### src/rtl/irq_prio_gate.sv
module irq_prio_gate #(
  parameter int DATA_W = 64,
  parameter int PRIO_W = 4,
  localparam int NCLS = (1 << PRIO_W) - 1
) (
  input  logic              clk,
  input  logic              rst_n,
  input  logic              reg_wr,
  input  logic              reg_priv,
  input  logic [DATA_W-1:0] reg_wdata,
  output logic [DATA_W-1:0] reg_rdata,
  input  logic [NCLS-1:0]   req_in,
  input  logic              irq_ack,
  output logic              irq_valid,
  output logic [PRIO_W-1:0] irq_class,
  output logic              irq_fault
);

  logic [PRIO_W-1:0] prio_q, prio_d, top_d;
  logic [NCLS-1:0]   pend_q, pend_d, clr;
  logic              bad_wr, valid_d;

  assign bad_wr    = reg_wr && (!reg_priv || (|reg_wdata[DATA_W-1:PRIO_W]));
  assign reg_rdata = {{(DATA_W-PRIO_W){1'b0}}, prio_q};

  always_comb begin
    prio_d = prio_q;
    if (reg_wr && !bad_wr) prio_d = reg_wdata[PRIO_W-1:0];
    clr = '0;
    if (irq_ack && irq_valid) clr[irq_class - PRIO_W'(1)] = 1'b1;
    pend_d = (pend_q & ~clr) | req_in;
    top_d = '0;
    for (int i = 0; i < NCLS; i++)
      if (pend_d[i]) top_d = PRIO_W'(i + 1);
  end

  assign valid_d = top_d > prio_d;

  always_ff @(posedge clk) begin
    if (!rst_n) begin
      prio_q    <= '0;
      pend_q    <= '0;
      irq_valid <= 1'b0;
      irq_class <= '0;
      irq_fault <= 1'b0;
    end else begin
      prio_q    <= prio_d;
      pend_q    <= pend_d;
      irq_valid <= valid_d;
      irq_class <= valid_d ? top_d : '0;
      irq_fault <= bad_wr;
    end
  end


  above_prio_chk: assert property (@(posedge clk) disable iff (!rst_n)
    irq_valid |-> irq_class > prio_q);


  highest_shown_chk: assert property (@(posedge clk) disable iff (!rst_n)
    irq_valid |-> (pend_q >> irq_class) == '0);


  reject_keeps_chk: assert property (@(posedge clk) disable iff (!rst_n)
    bad_wr |=> (prio_q == $past(prio_q)) && irq_fault);


  fault_cause_chk: assert property (@(posedge clk) disable iff (!rst_n)
    irq_fault |-> $past(reg_wr) && (!$past(reg_priv) || ($past(reg_wdata) >> PRIO_W) != '0));


  ack_clears_chk: assert property (@(posedge clk) disable iff (!rst_n)
    (irq_ack && irq_valid && !req_in[irq_class - PRIO_W'(1)])
      |=> !pend_q[$past(irq_class) - PRIO_W'(1)]);

endmodule

### config.mk
export PLATFORM = sky130hd
export DESIGN_NAME = irq_prio_gate
export DESIGN_NICKNAME = d
export VERILOG_FILES = /design/src/rtl/irq_prio_gate.sv
export SDC_FILE = /design/constraint.sdc
export NUM_CORES = 1
export LEC_CHECK = 0
export CAP_MARGIN = 15
export CORE_ASPECT_RATIO = 0.75
export CORE_MARGIN = 2
export CORE_UTILIZATION = 34
export CTS_CLUSTER_DIAMETER = 120
export DETAILED_ROUTE_END_ITERATION = 10
export HOLD_SLACK_MARGIN = 0.06
export MAX_ROUTING_LAYER = met4
export PLACE_DENSITY = 0.81
export SLEW_MARGIN = 10
export SYNTH_ARGS = -nofsm -noshare
export SYNTH_HDL_FRONTEND = slang
export SYNTH_SLANG_ARGS = --single-unit
### constraint.sdc
create_clock -name clk -period 3.7 [get_ports clk]
set_input_delay 0.555 -clock clk [delete_from_list [all_inputs] [get_ports clk]]
set_output_delay 0.555 -clock clk [all_outputs]
set_load 0.1 [all_outputs]
==> flow_metrics.tcl, run 1 <==
set metrics [dict create \
    status "completed" \
    drc 0 \
    grt_pass1_vias 1916 \
    detail_route.wl_per_cell_um 12.71 \
    syn-instance-count 256 \
    cp.required_ns 3.87 \
    finalPower_w 0.0009454 \
    drive_gt1_share_pct 4.533 \
    drv_cap 0 \
    hold_path_class "reg2reg" \
    tightest_slew_ns 0.9981 \
    fmax_mhz 300.9 \
    cts_buffers 3 \
    crit_path_end_kind "flip-flop" \
    clk_path_buf_depth 2 \
    clkTransAtPathRegs_ns 0.08 \
    diodes 0 \
    power.density_nw_per_um2 329.8 \
    maxSlewViolCount 0 \
    synthFlopType "dfxtp_1" \
    max-slew-margin-rel_pct 33.25 \
    die_y_um 70.52 \
    synth.area.top_cells "dfxtp_1 (25%), buf_4 (23%), nor4_1 (6.6%)" \
    arrival_ns 3.49 \
    finalCritPeriodShare_pct 89.81 \
    cts_hold_buf 0 \
    rsz0062_at_grt "no" \
    start_util_pct 34.79 \
    num_vias 2030 \
    htree_levels 1 \
    die_w_um 92.69 \
    post-route-min-period_ns 3.323 \
    port_buffers 93 \
    cts_tree "built" \
    ioPinCount 154 \
    clk_latency_ns 0.27 \
    clock_sinks 25 \
    ys_warn_count 0 \
    track_usage_pct 17.07 \
    hold-worst-slack_ns 0.5238 \
    netlist.area_leader.share_pct 24.95 \
    avgSynthCellArea_um2 7.835 \
    drt-initial-drc-count 80 \
    first_pass_iters 4 \
    grt_remaining_overflow 0 \
    cts_resized 0 \
    gp_congestion 0.8975 \
    finalSetupViolCount 0 \
    finalNetCount 442 \
    syn_area_um2 2006 \
    hpwlAfterDp_um 4517 \
    yosys_register_bits 25 \
    async_flop_share_pct 0 \
    power.leakage_nw 1.125 \
    grt_pass1_wl_um 8797 \
    vias_per_cell 4.710 \
    synthToLayoutAreaGrowth_pct 42.92 \
    yosysTopAreaCell "dfxtp_1" \
    ir_drop_uv 184.0 \
    grt_max_degree 16 \
    ant_nets 0 \
    totalWireLength_um 5477 \
    synth-edff-count 0 \
    ys_seq_area_share_pct 24.95 \
    coreArea_um2 5766 \
    crit_type "in2reg" \
    yosysUniqueCellTypes 49 \
    fp.dieArea_um2 6536 \
    path_max_fanout 5 \
    clockRootBuffer "clkbuf_8" \
    rows 24 \
    antenna_found_initial 0 \
    setup_tns_ns 0 \
    cp-start-kind "input port" \
    post_cts_buffers 0 \
    fin_skew_ns 0.001376 \
    hold_viol 0 \
    finish.utilization_pct 49.72 \
]
## routing by layer
layer	global-route usage [%]	routed length, µm
met4	2.941	16
met1	21.90	2270
met3	3.560	414
met5	-	0
met2	28.30	2775
## cells by family after synthesis
kind of cell,after synthesis,synth area share (%)
flip-flops,25,24.95
adder cells (fa/ha/maj),4,2.495
AO/OA/AOI/OAI,44,14.47
buffers and inverters,70,24.64
AND/OR/NAND/NOR,111,32.75
other,1,0.1870
multiplexers,1,0.4991
## cell usage after synthesis, types with 3 or more instances
library cell,n
o21ai_0,4
nand2_1,9
nor2_1,22
dfxtp_1,25
nor3_1,6
nand3_1,8
inv_1,6
nor4_1,21
o21ai_1,5
buf_4,61
ha_1,4
nor3b_1,3
a21oi_1,13
nand4_1,8
and2_1,13
o22ai_1,3
## report_power, final
group / internal [W] / leakage, nW / total [W] / switching [W]
registers: 0.000285 / 0.209 / 0.000299 / 0.0000134
logic: 0.000120 / 0.894 / 0.000487 / 0.000367
clock network: 0.0000770 / 0.0228 / 0.000160 / 0.0000831
## placed cells by master, fill, tap and decap left out, drive strengths merged, types with 2 or more instances in the layout
master	instances
a21o	2
a21oi	13
a311oi	2
a31oi	2
and2	13
and4b	2
buf	5
clkbuf	4
clkdlybuf4s50	93
conb	60
dfxtp	25
ha	4
inv	6
nand2	9
nand3	8
nand3b	2
nand4	8
nand4b	2
nor2	22
nor3	6
nor3b	3
nor4	23
o211ai	2
o21ai	9
o22a	2
o22ai	3
o31ai	2
or2	3
## stage by stage
| stage | worst slack (ns) | std cells | instance area [µm²] |
|---|---|---|---|
| 2_1_floorplan | 0.4414 | 315 | 2227 |
| 3_3_place_gp | 0.2022 | 427 | 2821 |
| 3_5_place_dp | 0.06379 | 427 | 2821 |
| 4_1_cts | 0.3292 | 431 | 2867 |
| 5_1_grt | 0.09000 | 431 | 2867 |
| 6_report | 0.3770 | 431 | 2867 |
## worst max-delay path, stage by stage
cell and delay (ns):
clkdlybuf4s50_1 0.42, nor4b_2 0.31, nand4_1 0.19, or4_4 0.60, o21ai_1 0.17, and2_1 0.15, ha_1 0.24, nor2b_1 0.13
o211ai_1 0.15, a21oi_1 0.16, and2_1 0.20, a31o_1 0.21
## cell type report
cell class | instances | area, µm²
repair buffers | 98 | 968.4
well taps | 78 | 97.59
fillers | 580 | 2899
clock buffers | 4 | 45.04
flip-flops and latches | 25 | 500.5
inverters | 6 | 22.52
multi-input cells | 220 | 1232
## worst paths after layout
check | startpoint | end | slack [ns] | cells past startpoint
worst max-delay path | reg_wdata[45] | irq_class[0] | 0.38 | 12
worst min-delay path | prio_q[2] | prio_q[2] | 0.52 | 2
worst max register to register | irq_class[0] | irq_class[2] | 0.72 | 11
worst min register to register | prio_q[2] | prio_q[2] | 0.52 | 2
## state kept, by name, summed over array words and instances (netlist names)
| signal | count |
|---|---|
| irq_class | 4 |
| pend_q | 15 |
| prio_q | 4 |
| irq_fault | 1 |
| irq_valid | 1 |
Power figures use the tool's default switching activity.
==> inputs of run 2 (changes only) <==
--- a/config.mk
+++ b/config.mk
@@ -11,7 +11,6 @@
 export CORE_UTILIZATION = 34
 export CTS_CLUSTER_DIAMETER = 120
 export DETAILED_ROUTE_END_ITERATION = 10
-export HOLD_SLACK_MARGIN = 0.06
 export MAX_ROUTING_LAYER = met4
 export PLACE_DENSITY = 0.81
 export SLEW_MARGIN = 10
==> results of run 2 <==
Same layout as run 1: the final DEF is identical, and so are final timing and power.
==> inputs of run 3 (changes only) <==
--- a/config.mk
+++ b/config.mk
@@ -12,7 +12,7 @@
 export CTS_CLUSTER_DIAMETER = 120
 export DETAILED_ROUTE_END_ITERATION = 10
 export MAX_ROUTING_LAYER = met4
-export PLACE_DENSITY = 0.81
+export PLACE_DENSITY = 0.86
 export SLEW_MARGIN = 10
 export SYNTH_ARGS = -nofsm -noshare
 export SYNTH_HDL_FRONTEND = slang
==> run 3 against run 2 <==
Compared with the run above:
- routed wire length up 2.1%
- critical path depth unchanged
- sequential share of layout area up 0.13 points
- utilization down 0.37 points
- power up 0.13%
- register-to-register slack worse by 0.35 ns
- cell count down 0.70%
- setup slack worse by 0.24 ns
- sequential power about the same
- sequential cell count unchanged
- clock skew up 0.0023 ns
- first-iteration DRC count up 110%
==> flow_metrics.tcl, run 3 (same netlist as run 1, synthesis figures left out) <==
set metrics [dict create \
    status "completed" \
    clockRootBuffer "clkbuf_8" \
    detail_route.wl_per_cell_um 13.07 \
    grt_pass1_wl_um 8631 \
    power.switching_w 0.0004679 \
    tightest_slew_ns 1.020 \
    worstHoldStart "prio_q[2]" \
    ioPinCount 154 \
    cp.required_ns 3.92 \
    gp_congestion 0.8820 \
    antenna_found_initial 0 \
    rows 24 \
    vias_per_cell 4.900 \
    slowest_delay_ns 0.56 \
    highest_layer "met4" \
    finalCritPeriodShare_pct 96.18 \
    clkPwrFrac_pct 17.1 \
    swShare_pct 49.43 \
    port_buffers 93 \
    largest_reg_flops 15 \
    htree_levels 1 \
    crit_path_end_kind "flip-flop" \
    final_common_cell "clkdlybuf4s50_1" \
    power.leakage_nw 1.113 \
    ir_drop_uv 183.1 \
    finalSetupViolCount 0 \
    cts_tree "built" \
    dpl.cell_count 424 \
    grt_pass1_vias 1936 \
    cp_common_cell "nand2_1" \
    power_frac_comb_pct 51.1 \
    fp.dieArea_um2 6536 \
    diodes 0 \
    totalWireLength_um 5594 \
    fill_cells 566 \
    drc 0 \
    finish.utilization_pct 49.35 \
    die_w_um 92.69 \
    crit_type "in2reg" \
    hpwlAfterDp_um 4650 \
    hold_path_class "reg2reg" \
    power.density_nw_per_um2 332.7 \
    rsz0062_at_grt "no" \
    clk_latency_ns 0.27 \
    path_cells "clkdlybuf4s50_1 -> nand4b_1 -> o21ai_0 -> nand3_1 -> o311ai_0 -> nand2_1 -> ha_1 -> nand4_1 -> nand2_1 -> a21oi_1 -> o311a_1 -> a31o_1" \
    path_max_fanout 8 \
    hold_viol 0 \
    die_y_um 70.52 \
    fin_skew_ns 0.003663 \
    synthToLayoutAreaGrowth_pct 41.86 \
    crit_path_top_delay_cell "clkdlybuf4s50_1" \
    wl_met3_um 527 \
    grt_max_degree 16 \
    ant_nets 0 \
    first_pass_iters 4 \
    ff2ff_setup_slack_ns 0.37 \
    num_vias 2097 \
    post_cts_buffers 0 \
    timing.rr.start "irq_class[1]" \
    max-slew-margin-rel_pct 31.77 \
    drive_gt1_share_pct 4.000 \
    reg_top3 "pend_q x15, irq_class x4, prio_q x4" \
    top_register "pend_q" \
    cts_buffers 3 \
    maxSlewViolCount 0 \
    cts_resized 0 \
    p_seq_share_pct 31.7 \
    coreArea_um2 5766 \
    drt-initial-drc-count 169 \
    drt-met1-wl_um 2204 \
    rr_worst_depth 11 \
    clock_sinks 25 \
    grt_remaining_overflow 0 \
    fmax_mhz 281.0 \
    arrival_ns 3.78 \
    final_cell_mix "clkdlybuf4s50_1 (93), conb_1 (60), dfxtp_1 (25)" \
    setup_tns_ns 0 \
    post-route-min-period_ns 3.559 \
    clkTransAtPathRegs_ns 0.09 \
    cp-start-kind "input port" \
    cts_hold_buf 0 \
    clk_path_buf_depth 2 \
    wl_met2_um 2748 \
    start_util_pct 34.79 \
    finalNonFillerCells 428 \
    drv_cap 0 \
    min_to "prio_q[2]" \
    r2r_end "irq_class[0]" \
    min_delay_path_depth 2 \
    intPower_w 0.0004787 \
    track_usage_pct 16.66 \
    finalNetCount 439 \
]
-- run 3: cell types whose count changed in the layout (fill, tap and decap cells not counted) --
cell      before  now
buf_4          5    2
clkbuf_1       1    0
clkinv_2       0    1
-- run 3: metal layers --
| metal | track usage (%) | up-vias |
|---|---|---|
| met3 | 4.099 | 12 |
| met2 | 27.66 | 115 |
| met5 | - | - |
| met1 | 19.87 | 959 |
| met4 | 5.556 | 0 |
| li1 | - | 1011 |
-- run 3: through the flow --
step	setup WS, ns	hold WS [ns]	cell area [µm²]	total power [W]
after floorplan	0.4414	0.4992	2227	0.0007111
after global placement	0.1237	0.5063	2799	0.0007810
after detailed placement	0.03267	0.5196	2799	0.0007867
after CTS	0.2497	0.5344	2845	0.0009478
after global routing	0.002207	0.5685	2845	0.0009846
final	0.1414	0.5349	2845	0.0009466
-- run 3: layout make-up --
cell class                 count  area, µm²  share of cell area, %
sequential                    25      500.5                  17.59
tap                           78      97.59                  3.430
timing repair buffer          95      945.9                  33.25
multi-input combinational    220       1232                  43.32
clock buffer                   3      41.29                  1.451
clock inverter                 1      5.005                 0.1759
inverter                       6      22.52                 0.7916
-- run 3: critical path: cells and delay by family --
kind	cells	cell delay, ns
buffers and inverters	1	0.56
AND/OR/NAND/NOR	5	0.70
AO/OA/AOI/OAI	5	1.64
adder cells (fa/ha/maj)	1	0.31
-- run 3: power by group through the flow --
stage | Combinational (W) | Sequential (W) | Clock [W]
CTS | 0.000482 | 0.000300 | 0.000166
global route | 0.000501 | 0.000303 | 0.000180
global placement | 0.000475 | 0.000306 | 0
detailed placement | 0.000480 | 0.000307 | 0
finish | 0.000484 | 0.000300 | 0.000162
floorplan | 0.000380 | 0.000331 | 0
-- run 3: worst max-delay path by stage --
stage                               to  slack [ns]           from  depth (start not counted)
after floorplan           irq_class[0]        0.44      irq_valid                         11
after global placement    irq_class[0]        0.12        irq_ack                         12
after detailed placement  irq_class[0]        0.03  reg_wdata[56]                         12
after CTS                 irq_class[0]        0.25        irq_ack                         12
after global routing      irq_class[0]       0.002        irq_ack                         12
final                     irq_class[0]        0.14        irq_ack                         12
